`src/rtl/uirq_pkg.sv`:
```
package uirq_pkg;

  localparam logic [1:0] RESP_OKAY = 2'b00;

  typedef enum logic [1:0] {
    REG_PEND = 2'd0,
    REG_CLR  = 2'd1,
    REG_EN   = 2'd2,
    REG_NONE = 2'd3
  } reg_sel_e;

  // word index decode; misaligned addresses map nowhere
  function automatic reg_sel_e decode_addr(input logic [1:0] byte_off, input int unsigned word_idx);
    if (byte_off != 2'b00) return REG_NONE;
    case (word_idx)
      0:       return REG_PEND;
      1:       return REG_CLR;
      2:       return REG_EN;
      default: return REG_NONE;
    endcase
  endfunction

endpackage

```
`src/rtl/uirq_edge_det.sv`:
```
module uirq_edge_det #(
  parameter int unsigned WIDTH = 16
) (
  input  logic             clk_i,
  input  logic             rst_ni,
  input  logic [WIDTH-1:0] level_i,
  output logic [WIDTH-1:0] rise_o
);
  logic [WIDTH-1:0] prev_q;

  always_ff @(posedge clk_i or negedge rst_ni) begin
    if (!rst_ni) prev_q <= '0;
    else         prev_q <= level_i;
  end

  assign rise_o = level_i & ~prev_q;
endmodule

```
`src/rtl/uirq_irq_regs.sv`:
```
module uirq_irq_regs
  import uirq_pkg::*;
#(
  parameter int unsigned N_IRQ = 16
) (
  input  logic             clk_i,
  input  logic             rst_ni,
  input  logic [N_IRQ-1:0] rise_i,
  input  logic             wr_en_i,
  input  reg_sel_e         wr_sel_i,
  input  logic [N_IRQ-1:0] wr_data_i,
  input  logic [N_IRQ-1:0] wr_mask_i,
  output logic [N_IRQ-1:0] pend_o,
  output logic [N_IRQ-1:0] en_o
);
  logic [N_IRQ-1:0] pend_q, en_q, clr_w;

  assign clr_w = (wr_en_i && wr_sel_i == REG_CLR) ? (wr_data_i & wr_mask_i) : '0;

  // a new rising request overrides a clear in the same cycle
  always_ff @(posedge clk_i or negedge rst_ni) begin
    if (!rst_ni) pend_q <= '0;
    else         pend_q <= (pend_q & ~clr_w) | rise_i;
  end

  always_ff @(posedge clk_i or negedge rst_ni) begin
    if (!rst_ni) en_q <= '1;
    else if (wr_en_i && wr_sel_i == REG_EN)
      en_q <= (en_q & ~wr_mask_i) | (wr_data_i & wr_mask_i);
  end

  assign pend_o = pend_q;
  assign en_o   = en_q;
endmodule

```
`src/rtl/uirq_axil_slave.sv`:
```
module uirq_axil_slave
  import uirq_pkg::*;
#(
  parameter int unsigned ADDR_W = 8,
  parameter int unsigned DATA_W = 32,
  parameter int unsigned N_IRQ  = 16
) (
  input  logic              clk_i,
  input  logic              rst_ni,
  input  logic [ADDR_W-1:0] awaddr_i,
  input  logic              awvalid_i,
  output logic              awready_o,
  input  logic [DATA_W-1:0] wdata_i,
  input  logic [DATA_W/8-1:0] wstrb_i,
  input  logic              wvalid_i,
  output logic              wready_o,
  output logic [1:0]        bresp_o,
  output logic              bvalid_o,
  input  logic              bready_i,
  input  logic [ADDR_W-1:0] araddr_i,
  input  logic              arvalid_i,
  output logic              arready_o,
  output logic [DATA_W-1:0] rdata_o,
  output logic [1:0]        rresp_o,
  output logic              rvalid_o,
  input  logic              rready_i,
  input  logic [N_IRQ-1:0]  pend_i,
  input  logic [N_IRQ-1:0]  en_i,
  output logic              wr_en_o,
  output reg_sel_e          wr_sel_o,
  output logic [N_IRQ-1:0]  wr_data_o,
  output logic [N_IRQ-1:0]  wr_mask_o
);
  localparam int unsigned STRB_W = DATA_W / 8;

  logic              aw_full_q, w_full_q, bvalid_q, rvalid_q, wr_fire;
  logic [ADDR_W-1:0] aw_addr_q;
  logic [DATA_W-1:0] w_data_q, rdata_q, bit_mask;
  logic [STRB_W-1:0] w_strb_q;
  reg_sel_e          rd_sel;

  assign awready_o = ~aw_full_q;
  assign wready_o  = ~w_full_q;
  assign arready_o = ~rvalid_q;
  assign wr_fire   = aw_full_q & w_full_q & ~bvalid_q;

  // address and data are held independently, so either may come first
  always_ff @(posedge clk_i or negedge rst_ni) begin
    if (!rst_ni) begin
      aw_full_q <= 1'b0;
      aw_addr_q <= '0;
    end else if (awvalid_i && !aw_full_q) begin
      aw_full_q <= 1'b1;
      aw_addr_q <= awaddr_i;
    end else if (wr_fire) begin
      aw_full_q <= 1'b0;
    end
  end

  always_ff @(posedge clk_i or negedge rst_ni) begin
    if (!rst_ni) begin
      w_full_q <= 1'b0;
      w_data_q <= '0;
      w_strb_q <= '0;
    end else if (wvalid_i && !w_full_q) begin
      w_full_q <= 1'b1;
      w_data_q <= wdata_i;
      w_strb_q <= wstrb_i;
    end else if (wr_fire) begin
      w_full_q <= 1'b0;
    end
  end

  always_ff @(posedge clk_i or negedge rst_ni) begin
    if (!rst_ni)       bvalid_q <= 1'b0;
    else if (wr_fire)  bvalid_q <= 1'b1;
    else if (bready_i) bvalid_q <= 1'b0;
  end

  assign rd_sel = decode_addr(araddr_i[1:0], int'(araddr_i[ADDR_W-1:2]));

  always_ff @(posedge clk_i or negedge rst_ni) begin
    if (!rst_ni) begin
      rvalid_q <= 1'b0;
      rdata_q  <= '0;
    end else if (arvalid_i && !rvalid_q) begin
      rvalid_q <= 1'b1;
      case (rd_sel)
        REG_PEND: rdata_q <= DATA_W'(pend_i);
        REG_EN:   rdata_q <= DATA_W'(en_i);
        default:  rdata_q <= '0;
      endcase
    end else if (rready_i) begin
      rvalid_q <= 1'b0;
    end
  end

  for (genvar b = 0; b < DATA_W; b++) begin : g_mask
    assign bit_mask[b] = w_strb_q[b/8];
  end

  if (DATA_W > N_IRQ) begin : g_unused
    logic unused_upper;
    assign unused_upper = ^{w_data_q[DATA_W-1:N_IRQ], bit_mask[DATA_W-1:N_IRQ]};
  end

  assign wr_en_o   = wr_fire;
  assign wr_sel_o  = decode_addr(aw_addr_q[1:0], int'(aw_addr_q[ADDR_W-1:2]));
  assign wr_data_o = w_data_q[N_IRQ-1:0];
  assign wr_mask_o = bit_mask[N_IRQ-1:0];
  assign bvalid_o  = bvalid_q;
  assign bresp_o   = RESP_OKAY;
  assign rvalid_o  = rvalid_q;
  assign rdata_o   = rdata_q;
  assign rresp_o   = RESP_OKAY;
endmodule

```
`src/rtl/uirq_ctrl.sv`:
```
module uirq_ctrl
  import uirq_pkg::*;
#(
  parameter int unsigned N_IRQ  = 16,
  parameter int unsigned ADDR_W = 8,
  parameter int unsigned DATA_W = 32
) (
  input  logic              clk_i,
  input  logic              rst_ni,
  input  logic [N_IRQ-1:0]  irq_req_i,
  input  logic [N_IRQ-1:0]  irq_ack_i,
  output logic [N_IRQ-1:0]  irq_o,
  input  logic [ADDR_W-1:0] s_awaddr_i,
  input  logic              s_awvalid_i,
  output logic              s_awready_o,
  input  logic [DATA_W-1:0] s_wdata_i,
  input  logic [DATA_W/8-1:0] s_wstrb_i,
  input  logic              s_wvalid_i,
  output logic              s_wready_o,
  output logic [1:0]        s_bresp_o,
  output logic              s_bvalid_o,
  input  logic              s_bready_i,
  input  logic [ADDR_W-1:0] s_araddr_i,
  input  logic              s_arvalid_i,
  output logic              s_arready_o,
  output logic [DATA_W-1:0] s_rdata_o,
  output logic [1:0]        s_rresp_o,
  output logic              s_rvalid_o,
  input  logic              s_rready_i
);
  logic [N_IRQ-1:0] rise_w, pend_w, en_w, wr_data_w, wr_mask_w;
  logic             wr_en_w;
  reg_sel_e         wr_sel_w;

  // acknowledge never retires an interrupt; only the host clear does
  logic unused_ack;
  assign unused_ack = ^irq_ack_i;

  uirq_edge_det #(.WIDTH(N_IRQ)) u_edge (
    .clk_i, .rst_ni, .level_i(irq_req_i), .rise_o(rise_w)
  );

  uirq_irq_regs #(.N_IRQ(N_IRQ)) u_regs (
    .clk_i, .rst_ni,
    .rise_i(rise_w), .wr_en_i(wr_en_w), .wr_sel_i(wr_sel_w),
    .wr_data_i(wr_data_w), .wr_mask_i(wr_mask_w),
    .pend_o(pend_w), .en_o(en_w)
  );

  uirq_axil_slave #(.ADDR_W(ADDR_W), .DATA_W(DATA_W), .N_IRQ(N_IRQ)) u_axil (
    .clk_i, .rst_ni,
    .awaddr_i(s_awaddr_i), .awvalid_i(s_awvalid_i), .awready_o(s_awready_o),
    .wdata_i(s_wdata_i), .wstrb_i(s_wstrb_i), .wvalid_i(s_wvalid_i), .wready_o(s_wready_o),
    .bresp_o(s_bresp_o), .bvalid_o(s_bvalid_o), .bready_i(s_bready_i),
    .araddr_i(s_araddr_i), .arvalid_i(s_arvalid_i), .arready_o(s_arready_o),
    .rdata_o(s_rdata_o), .rresp_o(s_rresp_o), .rvalid_o(s_rvalid_o), .rready_i(s_rready_i),
    .pend_i(pend_w), .en_i(en_w),
    .wr_en_o(wr_en_w), .wr_sel_o(wr_sel_w), .wr_data_o(wr_data_w), .wr_mask_o(wr_mask_w)
  );

  assign irq_o = pend_w & en_w;
endmodule

```
`config.mk`:
```
export PLATFORM = sky130hd
export DESIGN_NAME = uirq_ctrl
export DESIGN_NICKNAME = d
export VERILOG_FILES = /design/src/rtl/uirq_pkg.sv /design/src/rtl/uirq_edge_det.sv /design/src/rtl/uirq_irq_regs.sv /design/src/rtl/uirq_axil_slave.sv /design/src/rtl/uirq_ctrl.sv
export SDC_FILE = /design/constraint.sdc
export NUM_CORES = 1
export LEC_CHECK = 0
export ABC_AREA = 1
export ABC_CLOCK_PERIOD_IN_PS = 2700
export BUFFER_PORTS_ARGS = -buffer_cell sky130_fd_sc_hd__buf_2
export CORE_MARGIN = 2
export CORE_UTILIZATION = 40
export CTS_BUF_LIST = sky130_fd_sc_hd__clkbuf_4 sky130_fd_sc_hd__clkbuf_8
export DETAILED_ROUTE_END_ITERATION = 6
export GPL_TIMING_DRIVEN = 0
export PLACE_DENSITY = 0.66
export SETUP_SLACK_MARGIN = 0.3
export SYNTH_ARGS = -nofsm -noshare
export SYNTH_HDL_FRONTEND = slang
export SYNTH_SLANG_ARGS = --single-unit
```
`constraint.sdc`:
```
create_clock -name clk_i -period 2.7 [get_ports clk_i]
set_clock_uncertainty 0.2 [all_clocks]
set_input_delay 0.135 -clock clk_i [delete_from_list [all_inputs] [get_ports clk_i]]
set_output_delay 0.135 -clock clk_i [all_outputs]
set_load 0.1 [all_outputs]
```
## Word level (Yosys, flattened, before mapping)

Index checks and enable logic that the tools add are counted.

- Register bits: 110
- Input bits: 91
- Output and inout port bits: 57
- Word-level logic and storage cells: 68

- Equality and inequality tests: 7
- Mux-type cells: 17
- Bitwise gates (word level): 16
- Reductions and logical operators: 17

Operators by type and width:

| cell | count |
|---|---|
| AND 16 bit | 5 |
| inverter 16 bit | 3 |
| bitwise OR 16 bit | 2 |
| case mux 16 bit (2 select lines) | 1 |
| 2-to-1 mux 16 bit | 1 |
| == test 6 x 1 -> 1 bit (second input constant) | 2 |
| == test 6 x 2 -> 1 bit (second input constant) | 2 |
| logical NOT 6 bit | 2 |
| case mux 2 bit (3 select lines) | 2 |
| nonzero test 2 bit | 6 |
| 2-to-1 mux 1 bit | 9 |
| 2-to-1 mux 2 bit | 4 |
| logical AND 1 bit | 5 |
| == test 2 bit (second input constant) | 2 |
| inverter 1 bit | 4 |
| logical NOT 1 bit | 3 |
| AND 1 bit | 2 |
| == test 2 x 1 -> 1 bit (second input constant) | 1 |
| logical NOT 2 bit | 1 |

## Longest topological paths before layout

Gate-level depths: netlist of the first run.

- Depth after elaboration: 9
- Mapped depth: 9
- Mapped depth without buffers: 8

## Hierarchy

Synthesis of the first run repeated with hierarchy kept, for this count alone.

- Cells, all modules: 518
- Area total of the unflattened synthesis: 4590.7 um2

By module, submodules not included:

| module | instances | cells an instance | area each (um2) | sequential area each (um2) |
|---|---|---|---|---|
| uirq_axil_slave | 1 | 238 | 2383.5 | 1151.1 |
| uirq_irq_regs | 1 | 200 | 1526.5 | 820.8 |
| uirq_edge_det | 1 | 48 | 560.5 | 400.4 |
| uirq_ctrl | 1 | 32 | 120.1 | 0.0 |

## Worst setup path before layout of the first run

Ideal clock, no wire load.

- Path kind: flip-flop to flip-flop
- From: register u_axil.rvalid_q, in the netlist u_axil.rvalid_o
- To: register u_axil.rdata_q[10], in the netlist u_axil.rdata_o[10]
- Setup time: 0.120 ns
- Data arrival time: 2.398 ns
- Required time: 2.380 ns
- Setup slack: -0.018 ns
- Stages on the path, launching flop included: 7
- Buffers on the path: 1
- Period minus slack after synthesis: 2.718 ns
- Cells stage by stage: dfrtp_1 > inv_1 > nand2_1 > inv_1 > buf_2 > nand2_1 > nand2_1

- Longest elaborated chain between the ends: 2

RTL lines:

| what | line | RTL |
|---|---|---|
| start, declared | uirq_axil_slave.sv:36 | `logic aw_full_q, w_full_q, bvalid_q, rvalid_q, wr_fire;` |
| start signal, assigned | uirq_axil_slave.sv:84 | `rvalid_q <= 1'b0;` |
| start signal, assigned | uirq_axil_slave.sv:87 | `rvalid_q <= 1'b1;` |
| start signal, assigned | uirq_axil_slave.sv:94 | `rvalid_q <= 1'b0;` |
| logical NOT 1 bit | uirq_axil_slave.sv:86 | `end else if (arvalid_i && !rvalid_q) begin` |
| logical AND 1 bit | uirq_axil_slave.sv:86 |  |
| end signal, assigned | uirq_axil_slave.sv:89 | `REG_PEND: rdata_q <= DATA_W'(pend_i);` |
| end signal, assigned | uirq_axil_slave.sv:90 | `REG_EN: rdata_q <= DATA_W'(en_i);` |
| end, declared | uirq_axil_slave.sv:38 | `logic [DATA_W-1:0] w_data_q, rdata_q, bit_mask;` |

Every way passes these cells.
A chain may end at the register's enable or synchronous reset.

==> flow_metrics.tcl, run 1 <==
set metrics [dict create \
    met1_usage_pct 22.7 \
    die_h_um 107 \
    place_congestion 0.796 \
    cp_max_fo 3 \
    grt-ovfl-total 0 \
    fmaxAchievable_mhz 556 \
    cts.clk_slew.worst_paths_ps 90 \
    die_w_um 107 \
    drc 0 \
    use_met2_pct 30.7 \
    dp_hpwl_mm 6.86 \
    grt_pass1_wl_mm 16.2 \
    hold_class "in -> reg" \
    avgSynthCellArea_sq_um 8.55 \
    ant_nets 0 \
    ir_worst_vdd_mv 0.644 \
    cp.required_ps 2370 \
    status "complete, no violations" \
    cp-end-kind "primary output" \
    hold_violations 0 \
    final_common_cell "nand2_1" \
    antenna_found_initial 0 \
    start_util_pct 41.3 \
    ys_types 21 \
    path_class "reg -> out" \
    total_power_mw 4.59 \
    cts-resized-gates 0 \
    busiest_layer "met2" \
    drive_gt1_share_pct 29.1 \
    critPathArrivalTime_ps 1460 \
    io_pins 148 \
    pwr-share-seq_pct 41.3 \
    power.leakage_nw 3.24 \
    p_int_mw 2.66 \
    combinationalPowerShare_pct 37.0 \
    synth_top_area_cell "dfrtp_1" \
    cts_root_buf "clkbuf_8" \
    clockBufferDepth 2 \
    first_pass_iters 4 \
    drv_cap 0 \
    yosys_warnings 0 \
    cts.sinks 94 \
    syn_area_sq_um 4270 \
    rsz0062_at_grt "no" \
    diodes 0 \
    grt_max_degree 65 \
    setup_violations 0 \
    h-tree-depth 3 \
    finalSetupTns_ps 0 \
    p_switching_mw 1.93 \
    wl_mm 9.47 \
    nets 760 \
    cp-start-kind "flop" \
    cts_inserted_buffers 9 \
    cts_tree "yes" \
    synth-seq-cells 94 \
    dieArea_sq_um 11500 \
    pwr-share-clk_pct 21.7 \
    grt_pass1_vias 3558 \
    synth_cells 499 \
    post-route-period-util_pct 66.6 \
    cellPowerDensity_nw_per_um2 808 \
    synth.area.top_cells "dfrtp_1 46%, nand2_1 16%, dfstp_2 9.9%, inv_1 6.4%, buf_4 4.0%" \
    track_usage_pct 17.9 \
    clk-insertion-delay-late_ps 350 \
    vias 3473 \
    syn2layout_area_growth_pct 33.3 \
    sw_frac_of_total_pct 42.0 \
    vias_per_cell 4.29 \
    port_buffers 93 \
    final_cell_mix "185 x nand2_1, 100 x buf_2, 77 x dfrtp_1, 72 x inv_1, 46 x dlygate4sd3_1" \
    slew_viol_final 0 \
    seq_area_frac_synth_pct 55.6 \
    yosysTopAreaCellShare_pct 45.8 \
    grt_use_met3_pct 2.97 \
    period_needed_ps 1800 \
    num_rows 37 \
    wl_per_cell_um 11.7 \
    core_region_area_sq_um 10300 \
    first_iter_violations 103 \
]
-- cell families (layout without fill, tap and decap cells) --
group                  after synthesis  count (layout)  synth area share [%]
multiplexers                         9               9                  2.38
other                                1              20                0.0879
buffers and inverters              109             265                  12.4
AND/OR/NAND/NOR                    249             249                  23.8
flip-flops                          94              94                  55.6
AO/OA/AOI/OAI                       37              37                  5.75
-- timing repair --
item	CTS	global route
hold endpoints to repair	147	0
buffers inserted	0	0
setup endpoints to repair	0	0
hold buffers	46	0
-- power by group through the flow --
| stage | combinational (mW) | sequential (mW) | clock, mW |
|---|---|---|---|
| 2_1_floorplan | 1.29 | 1.95 | 0 |
| 6_report | 1.70 | 1.90 | 0.996 |
| 3_3_place_gp | 1.62 | 1.90 | 0 |
| 4_1_cts | 1.71 | 1.89 | 1.02 |
| 5_1_grt | 1.86 | 1.93 | 1.08 |
| 3_5_place_dp | 1.66 | 1.92 | 0 |
-- area by class of cell --
class / instances / area (sq um)
Fill cell: 912 / 4640
Sequential cell: 94 / 2370
Multi-Input combinational cell: 315 / 1440
Timing Repair Buffer: 140 / 956
Inverter: 74 / 282
Buffer: 35 / 250
Tap cell: 136 / 170
Clock buffer: 12 / 165
Clock inverter: 4 / 53.8
-- critical path, cell delays in order (launching register included) --
cell     delay [ps]
dfstp_2         570
nand2_1          50
inv_1            60
buf_2           420
-- layer usage --
layer  up-vias  part of all wire [%]  wire length (um)
met5         -                     0                 0
met4         0                   1.8               168
met3        11                   5.7               536
met2        97                    48              4510
met1      1559                    45              4260
li1       1806                     -                 -
-- path summary, 6_finish.rpt --
check / to / slack [ps] / cells past startpoint / from
setup / recovery: irq_o[15] / 900 / 3 / flop
hold / removal: u_axil.rdata_o[1] / 30 / 4 / s_arvalid_i
setup reg to reg: u_regs.pend_o[5] / 1040 / 9 / u_axil.bvalid_o
hold reg to reg: u_regs.pend_o[9] / 270 / 3 / u_edge.prev_q[9]
max in group asynchronous: asynchronous set/reset pin / 1550 / 3 / rst_ni
min in group asynchronous: u_axil.aw_addr_q[7] / 50 / 2 / rst_ni
-- cell usage after synthesis --
library cell    n
buf_6           3
inv_2           1
nor2_2          2
o21ai_0         4
nand2_1       185
a21oi_1        17
buf_4          23
nor2_4          1
nand3_1        32
dfrtp_1        78
inv_1          73
nor3_2          1
buf_2           8
dfstp_2        16
mux2_2          9
nand3_2         3
nand2_2         1
o21ai_2        16
nor2_1         24
clkbuf_1        1
conb_1          1
-- metrics by stage --
step	worst slack (ps)	hold WS [ps]	util, %	instance area, sq um	instances
detailed placement	1040	-102	48.5	5010	748
global placement	256	57.5	48.2	4980	747
finish	902	32.3	55.1	5690	810
CTS	889	28.4	55.1	5690	810
global route	834	56.2	55.1	5690	810
floorplan	303	-361	-	4340	518
Power figures use the tool's default switching activity.
==> inputs of run 2 (changes only) <==
--- a/config.mk
+++ b/config.mk
@@ -6,14 +6,14 @@
 export NUM_CORES = 1
 export LEC_CHECK = 0
 export ABC_AREA = 1
-export ABC_CLOCK_PERIOD_IN_PS = 2700
+export ABC_CLOCK_PERIOD_IN_PS = 1620
 export BUFFER_PORTS_ARGS = -buffer_cell sky130_fd_sc_hd__buf_2
 export CORE_MARGIN = 2
 export CORE_UTILIZATION = 40
 export CTS_BUF_LIST = sky130_fd_sc_hd__clkbuf_4 sky130_fd_sc_hd__clkbuf_8
 export DETAILED_ROUTE_END_ITERATION = 6
 export GPL_TIMING_DRIVEN = 0
-export PLACE_DENSITY = 0.66
+export PLACE_DENSITY = 0.69
 export SETUP_SLACK_MARGIN = 0.3
 export SYNTH_ARGS = -nofsm -noshare
 export SYNTH_HDL_FRONTEND = slang
==> constraint.sdc (replaced) <==
create_clock -name clk_i -period 1.62 [get_ports clk_i]
set_clock_uncertainty 0.2 [all_clocks]
set_input_delay 0.081 -clock clk_i [delete_from_list [all_inputs] [get_ports clk_i]]
set_output_delay 0.081 -clock clk_i [all_outputs]
set_load 0.1 [all_outputs]
==> flow_metrics.tcl, run 2 (synthesis results as in run 1) <==
set metrics [dict create \
    setup_violations 1 \
    dp_hpwl_mm 7.07 \
    num_rows 37 \
    io_pins 148 \
    r2r_start "u_axil.aw_addr_q[1]" \
    dp_cells 748 \
    postPlaceCellArea_sq_um 5220 \
    die_h_um 107 \
    core_region_area_sq_um 10300 \
    diodes 0 \
    reg2reg_slack_ps -2 \
    total_power_mw 9.73 \
    period_needed_ps 1620 \
    vias 3958 \
    p_switching_mw 4.02 \
    fin_area_sq_um 7230 \
    h-tree-depth 3 \
    cts_tree "yes" \
    nets 807 \
    grt-ovfl-total 0 \
    dieArea_sq_um 11500 \
    ir_worst_vdd_mv 1.72 \
    cts.sinks 94 \
    fmaxAchievable_mhz 617 \
    cp.required_ps 1690 \
    drive_gt1_share_pct 50.9 \
    first_iter_violations 159 \
    finalSetupTns_ps -2.04 \
    antenna_found_initial 0 \
    p_int_mw 5.72 \
    cts_inserted_buffers 9 \
    drc 0 \
    cp-start-kind "flop" \
    wl_per_cell_um 14.4 \
    sw_frac_of_total_pct 41.3 \
    die_w_um 107 \
    grt_max_degree 66 \
    critPathArrivalTime_ps 1690 \
    fin_cells 857 \
    violations "negative hold slack, negative setup slack" \
    clockBufferDepth 2 \
    clk-insertion-delay-late_ps 360 \
    wl_mm 12.3 \
    pwr-share-seq_pct 33.2 \
    post-route-period-util_pct 100 \
    place_congestion 0.822 \
    first_pass_iters 4 \
    grt_pass1_vias 4055 \
    cellPowerDensity_nw_per_um2 1350 \
    port_buffers 93 \
    final_cell_mix "112 x nand2_1, 74 x dfrtp_1, 63 x nand2_2, 58 x buf_2, 51 x inv_1" \
    pwr-share-clk_pct 17.3 \
    status "finished with violations" \
    fin_ws_ps -2.04 \
    holdWs_ps -14.0 \
    cp-end-kind "flop" \
    rr_endpoint "u_regs.pend_o[14]" \
    combinationalPowerShare_pct 49.5 \
    grt_pass1_wl_mm 19.4 \
    cts.clk_slew.worst_paths_ps 90 \
    slew_viol_final 0 \
    hold_class "in -> async" \
    path_class "reg -> reg" \
    vias_per_cell 4.62 \
    reg2reg_depth 8 \
    final_common_cell "nand2_1" \
    dpl_worst_slack_ps -58.4 \
    syn2layout_area_growth_pct 69.6 \
    rsz0062_at_grt "yes" \
    cp_max_fo 5 \
    start_util_pct 41.3 \
    drv_cap 0 \
    hold_violations 27 \
    cts_root_buf "clkbuf_8" \
    ant_nets 0 \
    track_usage_pct 21.6 \
    power.leakage_nw 3.63 \
    finalCoreUtilization_pct 70.1 \
]
run 2: cell count changes in the layout (fill, tap and decap cells not counted), sizes merged:
cell and change:
clkbuf +3, clkinvlp +17, nand2 +1, buf +41
inv -18, dlygate4sd3 +3
run 2: final cells by class:
type	count	area, sq um
Clock inverter	3	42.5
Timing Repair Buffer	186	1880
Multi-Input combinational cell	316	1910
Tap cell	136	170
Fill cell	734	3090
Sequential cell	94	2380
Clock buffer	13	173
Inverter	74	362
Buffer	35	308
run 2: how the worst max path moves through the flow:
stage                              from                 end  slack [ps]  depth (start not counted)
finish              u_axil.aw_addr_q[1]   u_regs.pend_o[14]          -2                          8
global route        u_axil.aw_addr_q[5]   u_regs.pend_o[14]         -60                          9
detailed placement  u_axil.aw_addr_q[7]                flop         -60                          6
CTS                 u_axil.aw_addr_q[7]                flop          40                          6
global placement                 rst_ni     u_axil.rvalid_o        -920                          1
floorplan               u_axil.rvalid_o  u_axil.rdata_o[10]        -420                          6
run 2: metal layers:
layer,global-route usage (%),share of wire (%),vias up
met5,0,0,-
met4,11.3,2.8,0
met3,3.63,4.8,30
met2,37.7,53,124
met1,25.5,39,1898
li1,-,-,1906
run 2: critical path, cell delays in order, from the launching register on:
cell,delay (ps)
dfrtp_1,410
buf_6,130
nor3_4,130
nand2_2,100
nor2_4,200
clkbuf_16,190
nand2_2,60
nand2_2,60
nand2_1,40
run 2: power by group through the flow:
stage	registers, mW	logic (mW)	clock network, mW
2_1_floorplan	3.30	2.45	0
3_3_place_gp	3.21	3.01	0
3_5_place_dp	3.24	3.08	0
4_1_cts	3.18	4.20	1.70
5_1_grt	3.28	5.09	1.80
6_report	3.23	4.82	1.68
run 2: repair_timing:
action                     in CTS  in global routing
hold endpoints to repair      151                  0
pin swaps                      10                 23
buffers inserted               24                 13
setup endpoints to repair      91                105
hold buffers                   49                  0
gates cloned                    4                  3
gates resized for setup       140                114
==> inputs of run 3 (changes only) <==
--- a/config.mk
+++ b/config.mk
@@ -8,12 +8,15 @@
 export ABC_AREA = 1
 export ABC_CLOCK_PERIOD_IN_PS = 1620
 export BUFFER_PORTS_ARGS = -buffer_cell sky130_fd_sc_hd__buf_2
+export CELL_PAD_IN_SITES_DETAIL_PLACEMENT = 0
+export CELL_PAD_IN_SITES_GLOBAL_PLACEMENT = 2
 export CORE_MARGIN = 2
-export CORE_UTILIZATION = 40
+export CORE_UTILIZATION = 26
 export CTS_BUF_LIST = sky130_fd_sc_hd__clkbuf_4 sky130_fd_sc_hd__clkbuf_8
 export DETAILED_ROUTE_END_ITERATION = 6
 export GPL_TIMING_DRIVEN = 0
-export PLACE_DENSITY = 0.69
+export PLACE_DENSITY_LB_ADDON = 0.1
+export RECOVER_POWER = 25
 export SETUP_SLACK_MARGIN = 0.3
 export SYNTH_ARGS = -nofsm -noshare
 export SYNTH_HDL_FRONTEND = slang
==> flow_metrics.tcl, run 3 (synthesis results as in run 1) <==
set metrics [dict create \
    cp_max_fo 10 \
    cp.required_ps 1700 \
    port_buffers 93 \
    drive_gt1_share_pct 46.9 \
    cts_tree "yes" \
    clockBufferDepth 2 \
    track_usage_pct 14.3 \
    h-tree-depth 3 \
    period_needed_ps 1580 \
    fin_cells 937 \
    nets 808 \
    setup_violations 0 \
    dpl_worst_slack_ps -106 \
    critPathArrivalTime_ps 1660 \
    total_power_mw 9.43 \
    fmaxAchievable_mhz 634 \
    dieArea_sq_um 17400 \
    fin_area_sq_um 7350 \
    antenna_found_initial 0 \
    diodes 0 \
    holdWs_ps -8.89 \
    drv_cap 0 \
    hold_violations 6 \
    io_pins 148 \
    first_iter_violations 100 \
    grt_max_degree 51 \
    cellPowerDensity_nw_per_um2 1280 \
    vias 3728 \
    cts_root_buf "clkbuf_8" \
    die_h_um 132 \
    path_class "reg -> reg" \
    dp_cells 828 \
    fin_ws_ps 42.7 \
    cts_inserted_buffers 9 \
    clk-insertion-delay-late_ps 380 \
    drc 0 \
    cp-end-kind "flop" \
    cp-start-kind "flop" \
    syn2layout_area_growth_pct 72.3 \
    grt-ovfl-total 0 \
    grt_pass1_vias 3698 \
    place_congestion 0.716 \
    start_util_pct 26.8 \
    first_pass_iters 4 \
    reg2reg_slack_ps 40 \
    violations "negative hold slack" \
    core_region_area_sq_um 15900 \
    ir_worst_vdd_mv 1.57 \
    finalCoreUtilization_pct 46.1 \
    final_common_cell "nand2_1" \
    cts.clk_slew.worst_paths_ps 90 \
    num_rows 46 \
    die_w_um 132 \
    post-route-period-util_pct 97.4 \
    status "finished with violations" \
    finalSetupTns_ps 0 \
    grt_pass1_wl_mm 19.6 \
    wl_mm 12.0 \
    hold_class "in -> async" \
    vias_per_cell 3.98 \
    cts.sinks 94 \
    final_cell_mix "128 x nand2_1, 76 x dfrtp_1, 51 x inv_1, 51 x dlygate4sd3_1, 49 x buf_4" \
    power.leakage_nw 3.60 \
    slew_viol_final 0 \
    dp_hpwl_mm 8.01 \
    ant_nets 0 \
    postPlaceCellArea_sq_um 5320 \
    wl_per_cell_um 12.8 \
    rsz0062_at_grt "yes" \
]
==> run 3: per-layer routing <==
layer	share of wire, %	GRT usage, %	up-vias
li1	-	-	1914
met1	47	19.0	1716
met2	47	22.9	85
met3	4.3	3.04	13
met4	1.7	5.62	0
met5	0	0	-
==> run 3: worst paths after layout <==
kind,from,to,depth (start not counted)
min in group clk_i,s_araddr_i[3],u_axil.rdata_o[2],7
min reg2reg,u_edge.prev_q[2],u_regs.pend_o[2],3
min,rst_ni,u_edge.prev_q[0],2
max,u_axil.bvalid_o,u_regs.pend_o[12],9
max reg2reg,u_axil.bvalid_o,u_regs.pend_o[12],9
max in group asynchronous,rst_ni,asynchronous set/reset pin,3
==> run 3: worst max-delay path, stage by stage, from the launching register on <==
cell	delay [ps]
dfrtp_4	500
inv_4	70
nand3_4	90
inv_4	80
nand2_4	40
nor2_4	160
buf_8	160
nand2_1	70
nand2_1	60
nand2_1	50
==> run 3: repair_timing <==
action | CTS | global route
gates resized for setup | 171 | 86
pin swaps | 7 | 15
buffers inserted | 28 | 11
hold buffers | 51 | 0
hold endpoints to repair | 150 | 0
setup endpoints to repair | 93 | 105
gates cloned | 3 | 1
==> run 3: power breakdown <==
part	internal, mW	switching [mW]
Clock	0.755	0.839
Combinational	1.91	2.72
Sequential	2.89	0.323
Total	5.55	3.88
==> run 3: cell type report <==
type	count	area (sq um)
sequential	94	2380
timing repair buffer	188	1910
multi-input combinational	315	1890
buffer	35	337
clock buffer	15	194
tap	216	270
inverter	74	362
fill	1597	8590
